===== config.mk =====
export PLATFORM = sky130hd
export DESIGN_NAME = band_dispatch
export DESIGN_NICKNAME = d
export VERILOG_FILES = /design/src/rtl/band_pkg.sv /design/src/rtl/band_cfg_hold.sv /design/src/rtl/band_owner_sel.sv /design/src/rtl/band_handshake.sv /design/src/rtl/band_dispatch.sv
export SDC_FILE = /design/constraint.sdc
export NUM_CORES = 1
export LEC_CHECK = 0
export ABC_AREA = 1
export BUFFER_PORTS_ARGS = -buffer_cell sky130_fd_sc_hd__buf_2
export CAP_MARGIN = 0
export CORE_AREA = 5 5 65 67
export DETAILED_ROUTE_END_ITERATION = 7
export DIE_AREA = 0 0 70 72
export PLACE_DENSITY = 0.76
export SLEW_MARGIN = 10
export SYNTH_ARGS = -nofsm -noshare
export SYNTH_HDL_FRONTEND = slang
export SYNTH_HIERARCHICAL = 1
export SYNTH_SLANG_ARGS = --single-unit

===== constraint.sdc =====
create_clock -name clk -period 2.5 [get_ports clk]
set_clock_uncertainty 0.2 [all_clocks]
set_input_delay 0.5 -clock clk [delete_from_list [all_inputs] [get_ports clk]]
set_output_delay 0.5 -clock clk [all_outputs]
set_load 0.01 [all_outputs]

===== src/rtl/band_pkg.sv =====
package band_pkg;
    localparam int CHIP_SLOTS   = 4;
    localparam int CHIP_IDX_W   = $clog2(CHIP_SLOTS);
    localparam int SMP_IDX_W    = 2;
    localparam int BAND_SHIFT_W = 4;
    localparam int FBQ_W        = 4;

    typedef struct packed {
        logic [1:0]              chips_log2;
        logic [1:0]              aa_log2;
        logic [BAND_SHIFT_W-1:0] band_shift;
        logic                    err;
    } act_cfg_t;

    localparam act_cfg_t CFG_RESET = '{chips_log2: 2'd0, aa_log2: 2'd0,
                                       band_shift: '0, err: 1'b0};

    typedef struct packed {
        logic [SMP_IDX_W-1:0] first;
        logic [SMP_IDX_W-1:0] last;
    } smp_range_t;

    // Reject codes the hardware cannot honour; fall back to one chip, one sample.
    function automatic act_cfg_t sanitize(input logic [1:0] cc, input logic [1:0] ac,
                                          input logic [BAND_SHIFT_W-1:0] sh);
        act_cfg_t r;
        logic bad;
        bad = (cc == 2'd3) || (ac == 2'd3) || ((ac == 2'd2) && (cc == 2'd0));
        r.chips_log2 = bad ? 2'd0 : cc;
        r.aa_log2    = bad ? 2'd0 : ac;
        r.band_shift = sh;
        r.err        = bad;
        return r;
    endfunction

    // Banding groups: pairs of chips in 4-sample mode, single chips otherwise.
    function automatic logic [1:0] groups_log2(input logic [1:0] chips, input logic [1:0] aa);
        return (aa == 2'd2) ? chips - 2'd1 : chips;
    endfunction

    // Storage per chip in quarter frames: samples per chip over banding share.
    function automatic logic [FBQ_W-1:0] fb_quarters_of(input logic [1:0] chips,
                                                        input logic [1:0] aa);
        logic [FBQ_W-1:0] base;
        base = (aa != 2'd0) ? FBQ_W'(8) : FBQ_W'(4);
        return base >> groups_log2(chips, aa);
    endfunction
endpackage


===== src/rtl/band_cfg_hold.sv =====
module band_cfg_hold
    import band_pkg::*;
(
    input  logic                    clk,
    input  logic                    rst,
    input  logic                    frame_start,
    input  logic [1:0]              chip_code,
    input  logic [1:0]              aa_code,
    input  logic [BAND_SHIFT_W-1:0] band_shift,
    output act_cfg_t                cfg,
    output logic [FBQ_W-1:0]        fbq
);
    always_ff @(posedge clk) begin
        if (rst) begin
            cfg <= CFG_RESET;
        end else if (frame_start) begin
            cfg <= sanitize(chip_code, aa_code, band_shift);
        end
    end

    assign fbq = fb_quarters_of(cfg.chips_log2, cfg.aa_log2);
endmodule


===== src/rtl/band_owner_sel.sv =====
module band_owner_sel
    import band_pkg::*;
#(
    parameter int YW = 12
) (
    input  logic [1:0]              chips_log2,
    input  logic [1:0]              aa_log2,
    input  logic [BAND_SHIFT_W-1:0] band_shift,
    input  logic [YW-1:0]           y,
    output logic [CHIP_SLOTS-1:0]   sel,
    output smp_range_t [CHIP_SLOTS-1:0] rng
);
    logic                  pair_mode;
    logic [1:0]            glog2;
    logic [CHIP_IDX_W-1:0] gmask;
    logic [CHIP_IDX_W-1:0] group;
    logic [YW-1:0]         band_idx;

    assign pair_mode = (aa_log2 == 2'd2);
    assign glog2     = groups_log2(chips_log2, aa_log2);
    assign gmask     = CHIP_IDX_W'((1 << glog2) - 1);
    assign band_idx  = y >> band_shift;
    assign group     = band_idx[CHIP_IDX_W-1:0] & gmask;

    for (genvar i = 0; i < CHIP_SLOTS; i++) begin : g_chip
        localparam logic [CHIP_IDX_W-1:0] IDX = CHIP_IDX_W'(i);
        localparam logic [CHIP_IDX_W-1:0] PAIR = IDX >> 1;
        logic hit;
        assign hit = pair_mode ? (PAIR == group) : (IDX == group);
        assign sel[i] = hit;
        assign rng[i].first = (hit && pair_mode && IDX[0]) ? 2'd2 : 2'd0;
        assign rng[i].last  = !hit ? 2'd0 :
                              pair_mode ? (IDX[0] ? 2'd3 : 2'd1) :
                              (aa_log2 == 2'd1) ? 2'd1 : 2'd0;
    end
endmodule


===== src/rtl/band_handshake.sv =====
module band_handshake
    import band_pkg::*;
(
    input  logic                  pix_valid,
    input  logic [CHIP_SLOTS-1:0] sel,
    input  logic [CHIP_SLOTS-1:0] chip_ready,
    output logic                  pix_ready,
    output logic [CHIP_SLOTS-1:0] chip_valid
);
    // Every selected chip must accept, so a pixel lands on all of them or none.
    assign pix_ready  = &(chip_ready | ~sel);
    assign chip_valid = (pix_valid && pix_ready) ? sel : '0;
endmodule


===== src/rtl/band_dispatch.sv =====
module band_dispatch
    import band_pkg::*;
#(
    parameter int XW = 12,
    parameter int YW = 12
) (
    input  logic                            clk,
    input  logic                            rst,
    input  logic                            frame_start,
    input  logic [1:0]                      cfg_chip_code,
    input  logic [1:0]                      cfg_aa_code,
    input  logic [BAND_SHIFT_W-1:0]         cfg_band_shift,
    input  logic                            pix_valid,
    input  logic [XW-1:0]                   pix_x,
    input  logic [YW-1:0]                   pix_y,
    output logic                            pix_ready,
    input  logic [CHIP_SLOTS-1:0]           chip_ready,
    output logic [CHIP_SLOTS-1:0]           chip_valid,
    output logic [XW-1:0]                   chip_x,
    output logic [YW-1:0]                   chip_y,
    output logic [CHIP_SLOTS-1:0][SMP_IDX_W-1:0] chip_smp_first,
    output logic [CHIP_SLOTS-1:0][SMP_IDX_W-1:0] chip_smp_last,
    output logic [FBQ_W-1:0]                fb_quarters,
    output logic                            cfg_error
);
    act_cfg_t                    cfg;
    logic [CHIP_SLOTS-1:0]       sel;
    smp_range_t [CHIP_SLOTS-1:0] rng;

    band_cfg_hold u_cfg (
        .clk        (clk),
        .rst        (rst),
        .frame_start(frame_start),
        .chip_code  (cfg_chip_code),
        .aa_code    (cfg_aa_code),
        .band_shift (cfg_band_shift),
        .cfg        (cfg),
        .fbq        (fb_quarters)
    );

    band_owner_sel #(.YW(YW)) u_sel (
        .chips_log2(cfg.chips_log2),
        .aa_log2   (cfg.aa_log2),
        .band_shift(cfg.band_shift),
        .y         (pix_y),
        .sel       (sel),
        .rng       (rng)
    );

    band_handshake u_hs (
        .pix_valid (pix_valid),
        .sel       (sel),
        .chip_ready(chip_ready),
        .pix_ready (pix_ready),
        .chip_valid(chip_valid)
    );

    for (genvar i = 0; i < CHIP_SLOTS; i++) begin : g_out
        assign chip_smp_first[i] = rng[i].first;
        assign chip_smp_last[i]  = rng[i].last;
    end

    assign chip_x    = pix_x;
    assign chip_y    = pix_y;
    assign cfg_error = cfg.err;
endmodule


=== Yosys cells after proc, flatten, opt, wreduce, memory -nomap -nowiden ===
Index checks and enable logic that the tools add are counted.

* Input port bits: 40
* Flip-flop bits (word level): 9
* Logic and storage cells: 47
* Output and inout port bits: 50

* Reductions and logical operators: 10
* Muxes and demuxes: 17
* Equal/unequal tests: 8
* $add $sub $neg: 2
* Shift-type cells: 3
* Bitwise operators: 3

{| class="wikitable"
|+ Operators with widths
! operator !! number
|-
| 2-bit 2-to-1 mux || 11
|-
| 12-bit by 4-bit >> shifter with 2-bit output || 1
|-
| 2-bit equality test, second input constant || 4
|-
| 4-bit 2-to-1 mux || 2
|-
| 2-bit equality test, first input constant || 2
|-
| 1-bit logical AND || 4
|-
| 2-bit zero test || 2
|-
| 1-bit 2-to-1 mux || 4
|-
| 4-bit inverter || 1
|-
| 4-bit bitwise OR || 1
|-
| 4-bit AND reduction || 1
|-
| 4-bit by 2-bit >> shifter with 4-bit output || 1
|-
| 2-bit bitwise AND || 1
|-
| 1-bit by 2-bit equality test with 1-bit output, first input constant || 1
|-
| 2-bit by 1-bit equality test with 1-bit output, second input constant || 1
|-
| 1-bit logical OR || 2
|-
| 2-bit nonzero test || 1
|-
| 1-bit by 2-bit left shift with 2-bit output, first input constant || 1
|-
| 2-bit by 1-bit subtractor with 2-bit output, second input constant || 1
|-
| 2-bit subtractor, second input constant || 1
|}

=== Depth between registers and ports, before layout ===
Gate-level depths: netlist of run 1.

* Depth after elaboration: 12
* Gate-level depth with buffers: 16
* Gate-level depth less buffers: 15

=== Modules after synthesis ===
Netlist of run 1, hierarchy kept.

{| class="wikitable"
|+ Modules (own cells, without submodules)
! module !! area each (µm²) !! sequential area each (µm²) !! times used !! cells each
|-
| band_owner_sel || 538.0 || 0.0 || 1 || 107
|-
| band_cfg_hold || 498.0 || 180.2 || 1 || 77
|-
| band_dispatch || 180.2 || 0.0 || 1 || 24
|-
| band_handshake || 80.1 || 0.0 || 1 || 20
|}

=== Worst setup path after synthesis of run 1 ===
Ideal clock, no wire load.

* Kind: reg2out
* From: reg, netlist name u_cfg/cfg[5]
* To: out chip_valid[0]
* Required time: 1.800 ns
* Arrival time: 1.940 ns
* Buffers on the path: 1
* Slack: -0.140 ns
* Cell stages (with the launch flop): 15
* Cell sequence: dfxtp_1 > inv_1 > ha_1 > inv_1 > o21ai_0 > a21oi_1 > a21oi_4 > nand3_2 > nand2_1 > buf_4 > nand2_1 > nand2_1 > nor2_2 > nand2_2 > nor2_1

* Word-level cells in the longest chain between the ends: 12

{| class="wikitable"
|+ Ends and longest elaborated chain
! item !! line !! text
|-
| 2-bit equality test (*) || band_pkg.sv:38, band_owner_sel.sv:19 ||
|-
| 2-bit 2-to-1 mux || band_pkg.sv:38 || <nowiki>return (aa == 2'd2) ? chips - 2'd1 : chips;</nowiki>
|-
| 1-bit by 2-bit left shift with 2-bit output || band_owner_sel.sv:21 || <nowiki>assign gmask = CHIP_IDX_W'((1 << glog2) - 1);</nowiki>
|-
| 2-bit subtractor || band_owner_sel.sv:21 ||
|-
| 2-bit bitwise AND || band_owner_sel.sv:23 || <nowiki>assign group = band_idx[CHIP_IDX_W-1:0] & gmask;</nowiki>
|-
| 2-bit equality test / 1-bit by 2-bit equality test with 1-bit output (equally long branches) || band_owner_sel.sv:29 || <nowiki>assign hit = pair_mode ? (PAIR == group) : (IDX == group);</nowiki>
|-
| 1-bit 2-to-1 mux (*) || band_owner_sel.sv:29 ||
|-
| net u_sel.g_chip[2].hit || band_owner_sel.sv:28 || <nowiki>logic hit;</nowiki>
|-
| 4-bit inverter (*) || band_handshake.sv:11 || <nowiki>assign pix_ready = &(chip_ready | ~sel);</nowiki>
|-
| 4-bit bitwise OR (*) || band_handshake.sv:11 ||
|-
| 4-bit AND reduction (*) || band_handshake.sv:11 ||
|-
| net pix_ready || band_dispatch.sv:16 || <nowiki>output logic pix_ready,</nowiki>
|-
| 1-bit logical AND (*) || band_handshake.sv:12 || <nowiki>assign chip_valid = (pix_valid && pix_ready) ? sel : '0;</nowiki>
|-
| 4-bit 2-to-1 mux (*) || band_handshake.sv:12 ||
|-
| to (decl) || band_dispatch.sv:18 || <nowiki>output logic [CHIP_SLOTS-1:0] chip_valid,</nowiki>
|}

Mark *: on every way through the listed nets, which the timed path passes. The rest lies on a longest branch.

=== Final worst setup path of run 1 ===
* From: reg, netlist name u_cfg/cfg[1]
* To: out chip_valid[0]

* Word-level cells in the longest chain between the ends: 9

{| class="wikitable"
|+ Ends and longest elaborated chain
! item !! line !! text
|-
| 12-bit by 4-bit >> shifter with 2-bit output (*) || band_owner_sel.sv:22 || <nowiki>assign band_idx = y >> band_shift;</nowiki>
|-
| 2-bit bitwise AND (*) || band_owner_sel.sv:23 ||
|-
| 2-bit equality test / 1-bit by 2-bit equality test with 1-bit output (equally long branches) || band_owner_sel.sv:29 ||
|-
| 1-bit 2-to-1 mux (*) || band_owner_sel.sv:29 ||
|-
| net sel[2] || band_dispatch.sv:27 || <nowiki>logic [CHIP_SLOTS-1:0] sel;</nowiki>
|-
| 4-bit inverter (*) || band_handshake.sv:11 ||
|-
| 4-bit bitwise OR (*) || band_handshake.sv:11 ||
|-
| 4-bit AND reduction (*) || band_handshake.sv:11 ||
|-
| 1-bit logical AND (*) || band_handshake.sv:12 ||
|-
| 4-bit 2-to-1 mux (*) || band_handshake.sv:12 ||
|}

Marks and branches as above.

==> metrics.csv, run 1 <==
stage,metric,value,unit
floorplanning,core area,0.00358,mm2
min_path,Hold Path Class,in2reg,
clock_tree,CTS tree,built,
grt,first-pass GRT wire length,5260,um
route,drt wl/cell,10.7,um
final_layout,antenna cells,0,
outcome,failing checks,negative setup slack,
final_layout,layout cells sized above 1,0.585,
power,maximum vdd ir drop,0.217,mV
power,Leak,1.05,nW
outcome,status,"complete, but fails checks",
final_layout,max reg flops,9,
timing,fin crit period,2740,ps
placed_design,HPWL Detailed,2370,um
synth,Cell variety after synth,21,
route,Routed Antenna Nets,0,
clock_tree,"Clk Latency, worst-skew pair",270,ps
synth,top-count cell post-synth,nand2_1,
setup_path,RR Endpoint,u_cfg/cfg[7]$_SDFFE_PP0P_,
placed_design,placed cell area,0.00148,mm2
setup_path,CP Launch Type,flip-flop,
floorplanning,Initial Util,0.362,
grt,vias in the first global route,1317,
power,total power,696,uW
route,Remaining DRCs,0,
grt,met1 GRT Util,0.139,
grt,GRT busiest layer,met2,
timing,post-route setup slack,-243,ps
synth,ranking of synthesized cells by area,"buf_4, nand2_1, dfxtp_1",
synth,post-synth top area share,0.226,
synth,synthesized flop and latch total,9,
final_layout,area grow syn2layout,45.5,%
timing,setup violators final,11,
setup_path,Worst Setup End Kind,output port,
setup_path,Reg2Reg Depth,4,
clock_tree,total CTS buffers,3,
synth,Post-synth top flop,dfxtp_1,
floorplanning,Die X,70,um
route,final wirelength,3490,um
final_layout,fin area,0.00189,mm2
clock_tree,Root Buffer,clkbuf_4,
route,Vias/cell,4.37,
clock_tree,H-Tree Depth,1,
power,P per Cell Area,369,mW/mm2
synth,Async SR Flop Fraction,0,
timing,crit share post-route,1.10,
synth,Gate Count Post-Synth,228,
setup_path,WP data arrival,2040,ps
timing,fmax,365,MHz
final_layout,Layout fillers,376,
final_layout,Final nets,321,
synth,Post-synth EDFFs,0,
placed_design,routability cong.,0.875,
final_layout,largest reg by FF count,u_cfg/cfg,
clock_tree,Worst-path clk slew,70,ps
grt,met3 global-route usage,0.0194,
floorplanning,die area,0.00504,mm2
timing,fin. max-slew vios,0,
grt,grt ovf,0,
clock_tree,clock sink count,9,
timing,final hold violations,0,
route,TritonRoute pass-1 iters,4,
grt,met2 GRT Util,0.225,
synth,Synth area leader,buf_4,
grt,GRT Total Usage,0.123,
flow_run,Max Cap Viol,0,
floorplanning,num rows,22,
floorplanning,die height,72,um
min_path,worst hold start,rst,
setup_path,r2r startpoint,u_cfg/cfg[7]$_SDFFE_PP0P_,
route,DR iter-0 viols,59,
synth,Synth Warn #,6,
placed_design,Post-Place Setup Slack,-130,ps
setup_path,CP Data Required Time,1800,ps
route,via count,1419,
final_layout,largest registers,u_cfg/cfg: 9 flops,
synth,Post-synth top cells,"nand2_1, buf_4, inv_1",
placed_design,IO buf count,57,
grt,maximum number of pins on one net before global-route repair,13,
setup_path,Crit Path Class,reg2out,
min_path,Hold EP,u_cfg/cfg[0]$_SDFFE_PP0P_,
setup_path,worst reg-to-reg setup slack,1470,ps
floorplanning,I/O pins,90,
clock_tree,clk buf depth,2,
grt,initial antenna violation count,0,
synth,post-synthesis sequential area ratio,0.139,
synth,Synth Area per Inst,5.69,um2
synth,Post-Syn Area,0.00130,mm2
timing,Min Hold Slack,188,ps
final_layout,multi-input logic area,933,um2
min_path,hold path depth,2,
setup_path,Crit Path Max Fanout,5,
timing,RSZ-0062 raised after global routing,yes,
final_layout,register area,191,um2
-- kinds of logic after synthesis --
| family | Yosys count | synth area share |
|---|---|---|
| buffers and inverters | 83 | 0.366 |
| AO/OA/AOI/OAI | 23 | 0.106 |
| other | 1 | 0.00289 |
| AND/OR/NAND/NOR | 109 | 0.357 |
| adder cells (fa/ha/maj) | 3 | 0.0290 |
| flip-flops | 9 | 0.139 |
-- what timing repair did --
item,CTS,global route
gates resized for setup,60,20
hold buffers,0,0
pin swaps,41,21
gates cloned,1,0
buffers inserted,10,1
endpoints found under the setup margin,13,15
-- worst max-delay path, stage by stage, from the launching register on --
cell     delay (ps)
dfxtp_4         380
buf_6           140
nand2_1          80
nand3_2          90
nand3_2          70
nand3_2         110
nand2_2         100
nand2_4          80
nand3_4          90
nand2_2          70
nand2_2          60
nand2_2          60
nor2_4          130
nand2_4         110
nor2_4          100
buf_6           100
-- layout by cell type (no fill, tap or decap), drive strengths merged --
cell and instances:
inv 41, nand2 59, buf 80, ha 3, dfxtp 9, conb 8
nor2 31, a21oi 10, clkinv 1, clkbuf 3, nand3 19, o21ai 13
-- final cells by class --
class                   instances  share of cell area
repair buffers                 80               0.271
clock buffers                   3              0.0119
clock inverters                 1             0.00265
inverters                      41              0.0856
well taps                      48              0.0319
multi-input cells             143               0.495
flip-flops and latches          9               0.102
-- worst max-delay path by stage --
stage	startpoint	end	slack, ps	depth (start not counted)
2_1_floorplan	u_cfg/cfg[6]$_SDFFE_PP0P_	chip_valid[0]	20	14
3_3_place_gp	pix_y[0]	chip_valid[2]	-100	16
3_5_place_dp	pix_y[0]	chip_valid[3]	-130	16
4_1_cts	u_cfg/cfg[2]$_SDFFE_PP0P_	chip_valid[1]	-180	14
5_1_grt	u_cfg/cfg[1]$_SDFFE_PP0P_	chip_valid[0]	-360	15
6_report	u_cfg/cfg[1]$_SDFFE_PP0P_	chip_valid[0]	-240	15
-- power breakdown --
part,switching [mW],internal (mW)
clock network,0.0564,0.0591
registers,0.0145,0.154
logic,0.229,0.183
-- through the flow --
step / std cells / setup TNS [ps] / util
floorplan: 235 / 0 / -
global placement: 309 / -400 / 0.414
detailed placement: 309 / -509 / 0.414
CTS: 324 / -1340 / 0.504
global route: 325 / -2940 / 0.527
finish: 325 / -1630 / 0.527
-- metal layers --
layer / vias up / routed length, um
met5: - / 0
met3: 8 / 240
met1: 625 / 1370
met2: 46 / 1810
met4: 0 / 64
li1: 740 / -
(Power assumes the default switching activity.)
==> run 2, diff against run 1 <==
- CELL_PAD_IN_SITES_DETAIL_PLACEMENT: unset -> 0
- CELL_PAD_IN_SITES_GLOBAL_PLACEMENT: unset -> 1
- CORE_AREA: 5 5 65 67 -> 5 5 82 84
- DIE_AREA: 0 0 70 72 -> 0 0 87 89
- PLACE_DENSITY: 0.76 -> 0.75
==> run 2 against run 1 <==
Effect of this change: the flow still finishes with violations (negative setup slack); highest routed layer unchanged; power is 1.8% higher; largest power group unchanged; clock power is 41% higher; largest cell class unchanged; routed wire length is 3.4% lower; flip-flop and latch count stayed put; critical path type unchanged.
==> metrics.csv, run 2 (synthesized netlist as in run 1, its figures left out) <==
stage,metric,value,unit,change
outcome,status,"complete, but fails checks",,unchanged
outcome,failing checks,negative setup slack,,unchanged
setup_path,RR Endpoint,u_cfg/cfg[7]$_SDFFE_PP0P_,,unchanged
placed_design,routability cong.,0.779,,was 0.875
route,final wirelength,3370,um,was 3490 um
placed_design,IO buf count,57,,unchanged
min_path,worst hold start,rst,,unchanged
timing,fmax,379,MHz,was 365 MHz
final_layout,Layout fillers,650,,was 376
power,P per Cell Area,376,mW/mm2,was 369 mW/mm2
clock_tree,total CTS buffers,3,,unchanged
route,drt wl/cell,9.66,um,was 10.7 um
final_layout,"most common cell after layout, fill and taps aside",buf_2,,unchanged
final_layout,antenna cells,0,,unchanged
power,Leak,1.03,nW,was 1.05 nW
final_layout,layout cells sized above 1,0.544,,was 0.585
grt,grt ovf,0,,unchanged
floorplanning,Die X,87,um,was 70 um
grt,maximum number of pins on one net before global-route repair,12,,was 13
clock_tree,Worst-path clk slew,50,ps,was 70 ps
setup_path,Worst Setup End Kind,output port,,unchanged
setup_path,Reg2Reg Depth,4,,unchanged
final_layout,Post-Route Utilization,0.322,,was 0.527
grt,initial antenna violation count,0,,unchanged
setup_path,r2r startpoint,u_cfg/cfg[7]$_SDFFE_PP0P_,,unchanged
setup_path,WP data arrival,1940,ps,was 2040 ps
timing,fin. max-slew vios,0,,unchanged
final_layout,fin area,0.00188,mm2,was 0.00189 mm2
floorplanning,I/O pins,90,,unchanged
placed_design,HPWL Detailed,2700,um,was 2370 um
grt,GRT Total Usage,0.0812,,was 0.123
route,Remaining DRCs,0,,unchanged
floorplanning,die height,89,um,was 72 um
route,DR iter-0 viols,42,,was 59
final_layout,Final nets,318,,was 321
timing,setup violators final,11,,unchanged
timing,final hold violations,0,,unchanged
route,via count,1364,,was 1419
grt,vias in the first global route,1246,,was 1317
final_layout,area grow syn2layout,45.4,%,was 45.5%
placed_design,placed cell area,0.00151,mm2,was 0.00148 mm2
floorplanning,num rows,28,,was 22
power,maximum vdd ir drop,0.238,mV,was 0.217 mV
timing,post-route setup slack,-135,ps,was -243 ps
min_path,hold path depth,2,,unchanged
setup_path,Crit Path Class,reg2out,,unchanged
timing,RSZ-0062 raised after global routing,yes,,unchanged
final_layout,register area,188,um2,was 191 um2
route,Vias/cell,3.91,,was 4.37
grt,first-pass GRT wire length,5260,um,unchanged
timing,crit share post-route,1.05,,was 1.10
power,total power,709,uW,was 696 uW
route,Routed Antenna Nets,0,,unchanged
clock_tree,hold buffers post-CTS,0,,unchanged
clock_tree,H-Tree Depth,1,,unchanged
clock_tree,Root Buffer,clkbuf_8,,was clkbuf_4
clock_tree,clock sink count,9,,unchanged
flow_run,Max Cap Viol,0,,unchanged
floorplanning,die area,0.00774,mm2,was 0.00504 mm2
timing,fin crit period,2640,ps,was 2740 ps
min_path,Hold EP,u_cfg/cfg[0]$_SDFFE_PP0P_,,unchanged
final_layout,"commonest cells after routing, fill and taps aside","buf_2, inv_1, nand2_1",,"was buf_2, nand2_1, inv_1"
setup_path,CP Data Required Time,1800,ps,about the same
clock_tree,"Clk Latency, worst-skew pair",230,ps,was 270 ps
floorplanning,core area,0.00585,mm2,was 0.00358 mm2
setup_path,Crit Path Max Fanout,5,,unchanged
final_layout,multi-input logic area,905,um2,was 933 um2
final_layout,largest registers,u_cfg/cfg: 9 flops,,unchanged
min_path,Hold Path Class,in2reg,,unchanged
setup_path,CP Launch Type,flip-flop,,unchanged
floorplanning,Initial Util,0.222,,was 0.362
final_layout,max reg flops,9,,unchanged
clock_tree,clk buf depth,2,,unchanged
final_layout,largest reg by FF count,u_cfg/cfg,,unchanged
setup_path,worst reg-to-reg setup slack,1350,ps,was 1470 ps
clock_tree,CTS tree,built,,unchanged
route,TritonRoute pass-1 iters,4,,unchanged
run 2: cell types whose count changed in the layout (fill, tap and decap cells not counted), moves of 2 or more:
| cell | change |
|---|---|
| buf_4 | -2 |
| inv_2 | -3 |
| dfxtp_2 | -3 |
| nor2_1 | +2 |
| dfxtp_1 | +3 |
| inv_1 | +3 |
| nor2_2 | -2 |
| clkbuf_4 | -3 |
| clkbuf_8 | +3 |
run 2: power by group:
part | leakage, nW | total (mW) | switching, mW | internal (mW)
logic | 0.936 | 0.378 | 0.215 | 0.163
registers | 0.0758 | 0.167 | 0.0130 | 0.154
clock network | 0.0228 | 0.164 | 0.0534 | 0.111
total | 1.03 | 0.709 | 0.281 | 0.428
run 2: layer usage:
layer / part of all wire / global-route usage / up-vias
li1: - / - / 734
met1: 0.44 / 0.106 / 592
met2: 0.49 / 0.141 / 36
met3: 0.067 / 0.0129 / 2
met4: 0.00059 / 0.0156 / 0
met5: 0 / 0 / -
run 2: repair_timing:
| item | CTS | global route |
|---|---|---|
| pin swaps | 34 | 20 |
| endpoints found under the setup margin | 12 | 12 |
| gates resized for setup | 57 | 12 |
| setup buffers | 4 | 4 |
| gates cloned | 1 | 0 |
run 2: how the worst max path moves through the flow:
stage                               from       endpoint  cells past startpoint
2_1_floorplan  u_cfg/cfg[6]$_SDFFE_PP0P_  chip_valid[0]                     14
3_3_place_gp                    pix_y[2]  chip_valid[2]                     16
3_5_place_dp                    pix_y[7]  chip_valid[1]                     16
4_1_cts        u_cfg/cfg[1]$_SDFFE_PP0P_  chip_valid[1]                     15
5_1_grt        u_cfg/cfg[1]$_SDFFE_PP0P_  chip_valid[1]                     15
6_report       u_cfg/cfg[1]$_SDFFE_PP0P_  chip_valid[3]                     15
run 2: metrics by stage:
step | std cells | hold WS (ps) | TNS (ps) | setup WS [ps]
after floorplan | 235 | 257 | 0 | 23.3
after global placement | 336 | 247 | -561 | -141
after detailed placement | 336 | 253 | -676 | -172
after CTS | 345 | 229 | -766 | -157
after global routing | 349 | 254 | -2570 | -284
final | 349 | 235 | -1080 | -135
run 2: cell type report:
type                            instances  area share
Multi-Input combinational cell        143       0.480
Timing Repair Buffer                   77       0.261
Sequential cell                         9      0.0996
Inverter                               41      0.0857
Tap cell                               75      0.0498
Clock buffer                            4      0.0239
run 2: worst max-delay path: stages, from the launching register on:
cell	delay, ps
dfxtp_4	370
buf_6	140
nand2_2	50
nand3_2	60
nand3_2	90
nand3_2	100
nand2_2	90
nand2_4	70
nand3_4	110
nand2_2	60
nand2_2	60
nand2_2	60
nor2_4	130
nand2_4	110
nor2_4	90
buf_6	100
==> run 3, diff against run 2 <==
- CORE_AREA: 5 5 82 84 -> 5 5 77 79
- DIE_AREA: 0 0 87 89 -> 0 0 82 84
- PLACE_DENSITY: 0.75 -> 0.81
- clock period: 2.5 -> 2.8 ns (I/O delays scaled with it)
==> run 3 against run 2 <==
Effect of this change: the run now ends clean; sequential power decreased by 10%; power shrank 15%; clock power decreased by 9%; critical path type unchanged; cell count is 3.2% lower; cell area is 7.0% lower; hold slack improved by 25 ps; clock-buffer cell count is 1 lower; critical endpoint is now chip_valid[2]; die area is 11% lower.
==> metrics.csv, run 3 (synthesized netlist as in run 1, its figures left out) <==
stage,metric,value,unit,change
floorplanning,Initial Util,0.246,,was 0.222
clock_tree,total CTS buffers,3,,unchanged
outcome,status,"complete, no violations",,"was complete, but fails checks"
setup_path,Crit Path Max Fanout,7,,was 5
clock_tree,CTS tree,built,,unchanged
floorplanning,core area,0.00527,mm2,was 0.00585 mm2
timing,RSZ-0062 raised after global routing,yes,,unchanged
power,maximum vdd ir drop,0.262,mV,was 0.238 mV
setup_path,Crit Path Class,reg2out,,unchanged
timing,fmax,361,MHz,
final_layout,"most common cell after layout, fill and taps aside",buf_2,,unchanged
grt,grt ovf,0,,unchanged
final_layout,largest registers,u_cfg/cfg: 9 flops,,unchanged
timing,crit share post-route,0.988,,
final_layout,layout cells sized above 1,0.519,,was 0.544
floorplanning,Die X,82,um,was 87 um
clock_tree,H-Tree Depth,1,,unchanged
timing,Min Hold Slack,260,ps,was 235 ps
route,final wirelength,3270,um,was 3370 um
route,drt wl/cell,9.68,um,was 9.66 um
floorplanning,die height,84,um,was 89 um
power,total power,599,uW,was 709 uW
route,via count,1350,,was 1364
route,DR iter-0 viols,31,,was 42
clock_tree,clock sink count,9,,unchanged
setup_path,Worst Setup End Kind,output port,,unchanged
setup_path,CP Data Required Time,2040,ps,was 1800 ps
placed_design,HPWL Detailed,2600,um,was 2700 um
floorplanning,I/O pins,90,,unchanged
timing,final hold violations,0,,unchanged
route,Remaining DRCs,0,,unchanged
grt,maximum number of pins on one net before global-route repair,13,,was 12
route,Routed Antenna Nets,0,,unchanged
placed_design,IO buf count,57,,unchanged
setup_path,CP Launch Type,flip-flop,,unchanged
final_layout,max reg flops,9,,unchanged
clock_tree,clk buf depth,2,,unchanged
route,TritonRoute pass-1 iters,4,,unchanged
route,Vias/cell,3.99,,was 3.91
timing,setup violators final,0,,was 11
floorplanning,num rows,27,,was 28
setup_path,WP data arrival,2010,ps,was 1940 ps
final_layout,Final nets,310,,was 318
grt,first-pass GRT wire length,4770,um,was 5260 um
final_layout,multi-input logic area,880,um2,was 905 um2
final_layout,Layout fillers,594,,was 650
min_path,Hold Path Class,reg2reg,,was in2reg
floorplanning,die area,0.00689,mm2,was 0.00774 mm2
clock_tree,Worst-path clk slew,50,ps,about the same
grt,vias in the first global route,1182,,was 1246
placed_design,routability cong.,0.762,,was 0.779
timing,fin crit period,2770,ps,
power,P per Cell Area,342,mW/mm2,was 376 mW/mm2
final_layout,"commonest cells after routing, fill and taps aside","buf_2, nand2_1, inv_1",,"was buf_2, inv_1, nand2_1"
timing,fin. max-slew vios,0,,unchanged
final_layout,area grow syn2layout,35.1,%,was 45.4%
final_layout,register area,190,um2,was 188 um2
grt,initial antenna violation count,0,,unchanged
final_layout,largest reg by FF count,u_cfg/cfg,,unchanged
flow_run,Max Cap Viol,0,,unchanged
clock_tree,Root Buffer,clkbuf_8,,unchanged
power,Leak,0.994,nW,was 1.03 nW
clock_tree,"Clk Latency, worst-skew pair",230,ps,about the same
grt,GRT Total Usage,0.0834,,was 0.0812
final_layout,antenna cells,0,,unchanged
[run 3: cell types whose count changed in the layout (fill, tap and decap cells not counted), sizes merged]
cell	change
clkinv	+1
buf	-8
clkbuf	-1
[run 3: routing by layer]
metal	vias to the layer above	routed length, um	GRT usage
met3	4	233	0.0130
met1	590	1450	0.106
met2	40	1570	0.143
met5	-	0	0
li1	716	-	-
met4	0	17	0.0242
[run 3: metrics by stage]
stage	setup slack [ps]	util	instance area, um2	setup TNS (ps)	cells
final	33.1	0.332	1750	0	338
after global routing	-99.7	0.332	1750	-328	338
after CTS	0.743	0.290	1530	0	331
after detailed placement	26.4	0.269	1420	0	327
after global placement	37.5	0.269	1420	0	327
after floorplan	99.6	-	1320	0	235
[run 3: area by class of cell]
cell class                 count  share of cell area
sequential                     9               0.109
clock buffer                   3              0.0236
inverter                      41              0.0907
multi-input combinational    143               0.502
timing repair buffer          69               0.221
tap                           72              0.0514
clock inverter                 1             0.00286
[run 3: critical path: stages (launching register included)]
cell and delay (ps):
dfxtp_4 380, buf_6 150, nand2_2 60, nand3_2 60, nand3_2 100, nand3_4 90
a21oi_4 250, nand3_2 120, nand2_2 90, nand2_1 50, nand2_1 70, nor2_2 40
nand2_2 110, nor2_1 60, buf_2 140
[run 3: final timing paths]
check / start / end / slack (ps) / cells after the start
min: u_cfg/cfg[0]$_SDFFE_PP0P_ / u_cfg/cfg[0]$_SDFFE_PP0P_ / 260 / 2
max: u_cfg/cfg[1]$_SDFFE_PP0P_ / chip_valid[2] / 30 / 14
min reg2reg: u_cfg/cfg[0]$_SDFFE_PP0P_ / u_cfg/cfg[0]$_SDFFE_PP0P_ / 260 / 2
max reg2reg: u_cfg/cfg[7]$_SDFFE_PP0P_ / u_cfg/cfg[7]$_SDFFE_PP0P_ / 1620 / 4
[run 3: where the power goes]
group,switching (mW),total [mW],internal [mW],leakage [nW]
Sequential,0.0128,0.150,0.137,0.0764
Clock,0.0521,0.149,0.0971,0.0255
Combinational,0.178,0.300,0.122,0.892
Total,0.242,0.599,0.357,0.994
[run 3: repair_timing]
action,CTS,global route
endpoints found under the setup margin,6,5
resized for setup,18,52
hold buffers,0,0
setup buffers,0,7
pin swaps,3,32
